[config.mk]
export PLATFORM = sky130hd
export DESIGN_NAME = addr_remap_engine
export DESIGN_NICKNAME = d
export VERILOG_FILES = /design/src/rtl/remap_pkg.sv /design/src/rtl/remap_ctrl.sv /design/src/rtl/remap_out_port.sv /design/src/rtl/addr_remap_engine.sv
export SDC_FILE = /design/constraint.sdc
export NUM_CORES = 1
export LEC_CHECK = 0
export CAP_MARGIN = 20
export CORE_AREA = 2 2 126 67
export CTS_CLUSTER_DIAMETER = 50
export DETAILED_ROUTE_END_ITERATION = 8
export DIE_AREA = 0 0 128 69
export MAX_ROUTING_LAYER = met4
export PLACE_DENSITY = 0.79
export SKIP_LAST_GASP = 1
export SLEW_MARGIN = 10
export SYNTH_ARGS = -nofsm -noshare
export SYNTH_HDL_FRONTEND = slang
export SYNTH_SLANG_ARGS = --single-unit
[constraint.sdc]
create_clock -name clk -period 3.3 [get_ports clk]
set_input_delay 0.33 -clock clk [delete_from_list [all_inputs] [get_ports clk]]
set_output_delay 0.33 -clock clk [all_outputs]
set_load 0.1 [all_outputs]
[src/rtl/remap_pkg.sv]
package remap_pkg;

    localparam int EV_W  = 16;
    localparam int PTR_W = 21;
    localparam int WORD_W = 24;

    typedef enum logic [1:0] {
        MODE_OFF  = 2'b00,
        MODE_PASS = 2'b01,
        MODE_ONE  = 2'b10,
        MODE_MANY = 2'b11
    } map_mode_e;

    typedef enum logic [1:0] {
        STEER_ONE  = 2'b00,
        STEER_TWO  = 2'b01,
        STEER_FOUR = 2'b10,
        STEER_RSV  = 2'b11
    } steer_e;

    typedef enum logic [2:0] {
        ST_IDLE,
        ST_PTR_RD,
        ST_PTR_WAIT,
        ST_LIST_RD,
        ST_LIST_WAIT,
        ST_EMIT,
        ST_RELEASE
    } eng_state_e;

    localparam logic [1:0] ENTRY_LIST   = 2'b00;
    localparam logic [1:0] ENTRY_DIRECT = 2'b11;

    typedef struct packed {
        logic [1:0]      ch;
        logic [EV_W-1:0] addr;
    } steer_t;

    function automatic steer_t steer_event(steer_e cfg, logic [EV_W-1:0] a);
        steer_t s;
        s.ch   = 2'd0;
        s.addr = a;
        case (cfg)
            STEER_TWO: begin
                s.ch   = {1'b0, a[EV_W-1]};
                s.addr = {1'b0, a[EV_W-2:0]};
            end
            STEER_FOUR: begin
                s.ch   = a[EV_W-1 -: 2];
                s.addr = {2'b00, a[EV_W-3:0]};
            end
            default: ;
        endcase
        return s;
    endfunction

endpackage

[src/rtl/remap_ctrl.sv]
module remap_ctrl
    import remap_pkg::*;
#(
    parameter int AW  = EV_W,
    parameter int MAW = PTR_W,
    parameter int MDW = WORD_W
) (
    input  logic           clk,
    input  logic           rst,
    input  logic           enable,
    input  map_mode_e      mode,
    input  steer_e         cfg,
    input  logic           in_valid,
    input  logic [AW-1:0]  in_addr,
    output logic           in_ready,
    output logic           mem_rd,
    output logic [MAW-1:0] mem_addr,
    input  logic [MDW-1:0] mem_rdata,
    output logic           req_phase,
    output logic [AW-1:0]  ev_addr,
    output steer_e         cfg_q,
    input  logic           ack_sel,
    output logic           idle
);

    localparam logic [AW-1:0] TERM = {AW{1'b1}};

    eng_state_e     state;
    map_mode_e      mode_q;
    logic [AW-1:0]  addr_q;
    logic [MAW-1:0] ptr_q;
    logic           more_q;
    logic [1:0]     entry_code;

    assign entry_code = mem_rdata[MDW-1 -: 2];

    always_ff @(posedge clk) begin
        if (rst) begin
            state  <= ST_IDLE;
            mode_q <= MODE_OFF;
            cfg_q  <= STEER_ONE;
            addr_q <= '0;
            ptr_q  <= '0;
            more_q <= 1'b0;
        end else begin
            case (state)
                ST_IDLE: begin
                    if (enable && in_valid) begin
                        mode_q <= mode;
                        cfg_q  <= cfg;
                        addr_q <= in_addr;
                        ptr_q  <= MAW'(in_addr);
                        more_q <= 1'b0;
                        case (mode)
                            MODE_PASS: state <= ST_EMIT;
                            MODE_ONE, MODE_MANY: state <= ST_PTR_RD;
                            default: state <= ST_IDLE;
                        endcase
                    end
                end
                ST_PTR_RD: state <= ST_PTR_WAIT;
                ST_PTR_WAIT: begin
                    if (mode_q == MODE_ONE) begin
                        addr_q <= mem_rdata[AW-1:0];
                        state  <= ST_EMIT;
                    end else if (entry_code == ENTRY_LIST) begin
                        ptr_q <= mem_rdata[MAW-1:0];
                        state <= ST_LIST_RD;
                    end else if (entry_code == ENTRY_DIRECT) begin
                        addr_q <= mem_rdata[AW-1:0];
                        state  <= ST_EMIT;
                    end else begin
                        state <= ST_IDLE;
                    end
                end
                ST_LIST_RD: state <= ST_LIST_WAIT;
                ST_LIST_WAIT: begin
                    if (mem_rdata[AW-1:0] == TERM) begin
                        state <= ST_IDLE;
                    end else begin
                        addr_q <= mem_rdata[AW-1:0];
                        ptr_q  <= ptr_q + 1'b1;
                        more_q <= 1'b1;
                        state  <= ST_EMIT;
                    end
                end
                ST_EMIT: if (ack_sel) state <= ST_RELEASE;
                ST_RELEASE: if (!ack_sel) state <= more_q ? ST_LIST_RD : ST_IDLE;
                default: state <= ST_IDLE;
            endcase
        end
    end

    assign in_ready  = (state == ST_IDLE) && enable;
    assign idle      = (state == ST_IDLE) && !enable;
    assign mem_rd    = (state == ST_PTR_RD) || (state == ST_LIST_RD);
    assign mem_addr  = ptr_q;
    assign req_phase = (state == ST_EMIT);
    assign ev_addr   = addr_q;

    assert_idle_quiet_R10: assert property (@(posedge clk) disable iff (rst)
        idle |-> (!mem_rd && !req_phase));

    assert_cfg_held_R10: assert property (@(posedge clk) disable iff (rst)
        (state != ST_IDLE) |=> ($stable(mode_q) && $stable(cfg_q)));

    assert_no_read_in_handshake_R9: assert property (@(posedge clk) disable iff (rst)
        (req_phase || state == ST_RELEASE) |-> !mem_rd);

    assert_accept_no_read_R1: assert property (@(posedge clk) disable iff (rst)
        in_ready |-> !mem_rd);

endmodule

[src/rtl/remap_out_port.sv]
module remap_out_port
    import remap_pkg::*;
#(
    parameter int AW  = EV_W,
    parameter int NCH = 4
) (
    input  logic           clk,
    input  logic           rst,
    input  steer_e         cfg,
    input  logic [AW-1:0]  ev_addr,
    input  logic           req_phase,
    input  logic [NCH-1:0] out_ack,
    output logic [NCH-1:0] out_req,
    output logic [AW-1:0]  out_addr,
    output logic           ack_sel
);

    localparam int CW = $clog2(NCH);

    steer_t s;
    assign s        = steer_event(cfg, ev_addr);
    assign out_addr = s.addr;
    assign ack_sel  = out_ack[s.ch[CW-1:0]];

    for (genvar g = 0; g < NCH; g++) begin : g_req
        assign out_req[g] = req_phase && (s.ch[CW-1:0] == CW'(g));
    end

    assert_req_onehot_R8: assert property (@(posedge clk) disable iff (rst)
        $onehot0(out_req));

    assert_two_rx_range_R8: assert property (@(posedge clk) disable iff (rst)
        (cfg == STEER_TWO) |-> (out_req[NCH-1:2] == '0));

    assert_req_hold_R9: assert property (@(posedge clk) disable iff (rst)
        ((|out_req) && !ack_sel) |=> ($stable(out_req) && $stable(out_addr)));

    assert_req_drop_after_ack_R9: assert property (@(posedge clk) disable iff (rst)
        $fell(|out_req) |-> $past(ack_sel));

endmodule

[src/rtl/addr_remap_engine.sv]
module addr_remap_engine
    import remap_pkg::*;
#(
    parameter int AW  = EV_W,
    parameter int MAW = PTR_W,
    parameter int MDW = WORD_W,
    parameter int NCH = 4
) (
    input  logic           clk,
    input  logic           rst,
    input  logic           enable,
    input  logic [1:0]     mode,
    input  logic [1:0]     chan_cfg,
    input  logic           in_valid,
    input  logic [AW-1:0]  in_addr,
    output logic           in_ready,
    output logic           mem_rd,
    output logic [MAW-1:0] mem_addr,
    input  logic [MDW-1:0] mem_rdata,
    output logic [NCH-1:0] out_req,
    input  logic [NCH-1:0] out_ack,
    output logic [AW-1:0]  out_addr,
    output logic           idle
);

    logic          req_phase;
    logic          ack_sel;
    logic [AW-1:0] ev_addr;
    steer_e        cfg_q;

    remap_ctrl #(.AW(AW), .MAW(MAW), .MDW(MDW)) u_ctrl (
        .clk       (clk),
        .rst       (rst),
        .enable    (enable),
        .mode      (map_mode_e'(mode)),
        .cfg       (steer_e'(chan_cfg)),
        .in_valid  (in_valid),
        .in_addr   (in_addr),
        .in_ready  (in_ready),
        .mem_rd    (mem_rd),
        .mem_addr  (mem_addr),
        .mem_rdata (mem_rdata),
        .req_phase (req_phase),
        .ev_addr   (ev_addr),
        .cfg_q     (cfg_q),
        .ack_sel   (ack_sel),
        .idle      (idle)
    );

    remap_out_port #(.AW(AW), .NCH(NCH)) u_port (
        .clk       (clk),
        .rst       (rst),
        .cfg       (cfg_q),
        .ev_addr   (ev_addr),
        .req_phase (req_phase),
        .out_ack   (out_ack),
        .out_req   (out_req),
        .out_addr  (out_addr),
        .ack_sel   (ack_sel)
    );

endmodule

==> summary by stage <==
Yosys
The count of mapped cells out of synthesis is 400. The count of yosys warnings during synthesis is 0. In this run, synthesis inferred 0 flip-flops with an integrated enable. Synthesis inferred between 40 and 50 register bits. A synthesized cell averages roughly 7.5 µm².

The fraction of the mapped netlist area in compound gates is 0.281. Counting flops with an async set or reset pin after synthesis yields a share of 0. The primary flip-flop cell chosen by synthesis mapping is dfxtp_1. Of the total synthesized cell area, the portion taken by XOR and XNOR cells is 0.00585. The area of the mapped netlist is 2990 µm². By area the synthesized netlist is led by dfxtp_1, nor2_1, nand2_1, a311oi_1, a21oi_1.

The post-synthesis adder-cell area fraction is 0.0209. Of the total synthesized cell area, the portion taken by AND, OR, NAND and NOR gates is 0.273. The number of nets handed over by synthesis was 457. Yosys mapped the design onto 60 distinct sky130hd cell types. The share of synthesized area in the top cell type comes to 0.301. By area, the combinational part of the netlist is dominated by compound AO/OA/AOI/OAI gates. Measured against the total synthesized area, the mux share comes to 0.0242. The largest total area in the synthesized netlist belongs to dfxtp_1. The sequential element share of the synthesized area is 0.301.

Cells and area
The sequential cell area is 901 µm². The area overhead of the layout relative to synthesis is 35.7%. Leaving out fill and tap cells, the most frequent cell in the layout is clkdlybuf4s50_1. The fraction of layout instances using a drive strength above 1 is 0.0981. In the layout the commonest cells are clkdlybuf4s50_1, nor2_1, nand2_1, dfxtp_1, a21oi_1. The number of nets in the layout is roughly 530.

The antenna diode count is 0. The total of fill cells in the finished design is 709. The area of the multi-input gates is 1830 µm².

Timing
The final setup TNS is 0 ns. The hold violation total from the final report was 0. The clock skew after layout is 0.00748 ns.

Setup repair after global routing left no endpoint under its margin. Headroom to the max-slew limit came out at 0.329. The worst setup slack after layout is 0.767 ns. Timing would allow up to 395 MHz.

The number of failing setup endpoints in the final timing report is 0. Dividing the final minimum period by the clock period gives 0.768. The time the worst path needs with I/O delays and setup is 2.53 ns. The slew at the pin closest to its max-slew limit is 1.00 ns. The final count of pins violating max slew was 0.

Clock network
The clock reaches the later pin of the worst-skew pair after just under 0.3 ns. The clock sink count is 45. Counting along the longest clock path gives a buffer depth of 2. The TritonCTS clock tree is yes.

Counting the buffers created by CTS gives 5. The post-CTS resize count is 0. The H-tree was split into 2 levels. The cts-stage hold buffer count is 0. The root buffer cell is clkbuf_16. The buffers inserted during post-CTS setup optimization is 0. Clock-pin slew was measured on the worst setup and hold paths at around 0.070 ns.

Drt
The total wire length is 10200 µm. The length of the first detailed-routing pass in iterations is 5. The remaining antenna violation count after routing is 0. The DRC violation count after routing is 0. The number of DRC markers after the initial detailed-route iteration is 450. The average via count per standard cell is 6.02. In the final routed layout, each cell accounts on average for ~18 µm. The total number of vias is 3424.

Place
The post-placement setup slack is 0.687 ns. Detailed placement ended at an HPWL of around 7400 µm. The number of buffers added on ports is 94. Routability-driven placement finished with a final weighted congestion of 0.888.

Status
The run finished with clean final reports.

Floorplan
For this configuration, the core starts out at a cell density of 0.388. The floorplan has 23 rows. During I/O placement, the number of pins put on the boundary was 96. The die is 128 µm wide. The core region is 7710 µm². The die covers just under 9000 µm². The die outline height is 69 µm.

Global route
After global routing the overflow that remains totals 0. The first global-routing pass estimated between 15000 and 20000 µm of wire. The number of antenna violations at the first check in global routing was 0. The largest net degree at the start of global routing is 33. The total track usage is 0.232. The number of global-route vias before repair is ~3200.

Critical path
For the worst setup path, the data arrival time is 2.74 ns. The largest fanout on the critical path is 8. The path type of the worst setup path is flip-flop to flip-flop. The worst setup path is launched from a flip-flop.

The critical path required time is 3.51 ns. STA classifies the critical path endpoint as a flip-flop.

Run
Across the run, the number of max-cap violations was 0.

Hold path
The path class of the tightest hold or removal check is flip-flop to flip-flop.

Power
Overall power consumption after layout is estimated at 2830 µW. The worst-case IR drop observed on VDD is ~0.00028 V. Summed over all cells, the static leakage comes to 0.00145 µW. The areal power density over the cells is 698 nW/µm².
## cell families after synthesis
kind of cell,count (synthesis)
compound gates,121
xor+xnor,2
fa+ha+maj,5
buf+inv,55
flops,45
mux,6
simple gates,166
## flip-flops by register name (all words and copies together), names as in the netlist
register,cells
u_ctrl.cfg_q,2
u_ctrl.ev_addr,16
u_ctrl.mem_addr,21
u_ctrl.mode_q,2
u_ctrl.more_q,1
u_ctrl.state,3
## report_power, final
group / leakage, µW / internal, µW / switching (µW)
Clock: 0.0000800 / 359 / 229
Sequential: 0.000369 / 641 / 109
Combinational: 0.00100 / 405 / 1090
Total: 0.00145 / 1410 / 1430
## cells in the mapped netlist (3+ instances only)
| cell | n |
|---|---|
| a22oi_1 | 7 |
| mux2i_1 | 5 |
| o21a_1 | 3 |
| nor2_1 | 52 |
| a221oi_1 | 5 |
| nor3b_1 | 3 |
| nand2_1 | 45 |
| a311oi_1 | 17 |
| nor4_1 | 5 |
| buf_4 | 16 |
| ha_1 | 5 |
| nor3_1 | 9 |
| nor2b_1 | 4 |
| a21oi_1 | 29 |
| o21ai_0 | 17 |
| nand4_1 | 10 |
| and3_1 | 3 |
| clkbuf_1 | 17 |
| nand2b_1 | 4 |
| buf_2 | 8 |
| nand3_1 | 12 |
| o31ai_1 | 3 |
| a31oi_1 | 9 |
| a41oi_1 | 3 |
| and2_1 | 4 |
| inv_1 | 11 |
| a211oi_1 | 9 |
| dfxtp_1 | 45 |
## area by class of cell
class	count	share of cell area
flip-flops and latches	45	0.222
clock buffers	5	0.0308
multi-input cells	300	0.451
clock inverters	3	0.0114
repair buffers	105	0.244
well taps	100	0.0308
inverters	11	0.0102
## final timing paths
path / to / startpoint / slack (ns) / cells after the start
hold reg to reg: u_ctrl.mode_q[0] / u_ctrl.mode_q[0] / 0.49 / 2
setup / recovery: u_ctrl.mem_addr[20] / u_ctrl.mem_addr[0] / 0.77 / 6
hold / removal: u_ctrl.mode_q[0] / u_ctrl.mode_q[0] / 0.49 / 2
setup reg to reg: u_ctrl.mem_addr[20] / u_ctrl.mem_addr[0] / 0.77 / 6
## stage by stage
stage | cells | cell area (µm²) | utilization | hold WS, ns
after CTS | 569 | 4060 | 0.526 | 0.498
after floorplan | 400 | 3000 | - | 0.451
after global routing | 569 | 4060 | 0.526 | 0.522
final | 569 | 4060 | 0.526 | 0.488
after detailed placement | 561 | 3890 | 0.504 | 0.482
after global placement | 561 | 3890 | 0.504 | 0.465
## metal layers
layer  share of wire  vias up  track usage
met5               0        -            -
met4          0.0083        0       0.0391
met3            0.13       12       0.0730
met2            0.40      224        0.318
met1            0.46     1578        0.336
li1                -     1610            -
## worst max-delay path, stage by stage, from the launching register on
cell,delay [ns]
dfxtp_1,0.51
ha_1,0.31
nand4_1,0.27
nor3_1,0.78
nand4_1,0.17
a211o_1,0.32
o21ai_0,0.08
Power figures use the tool's default switching activity.
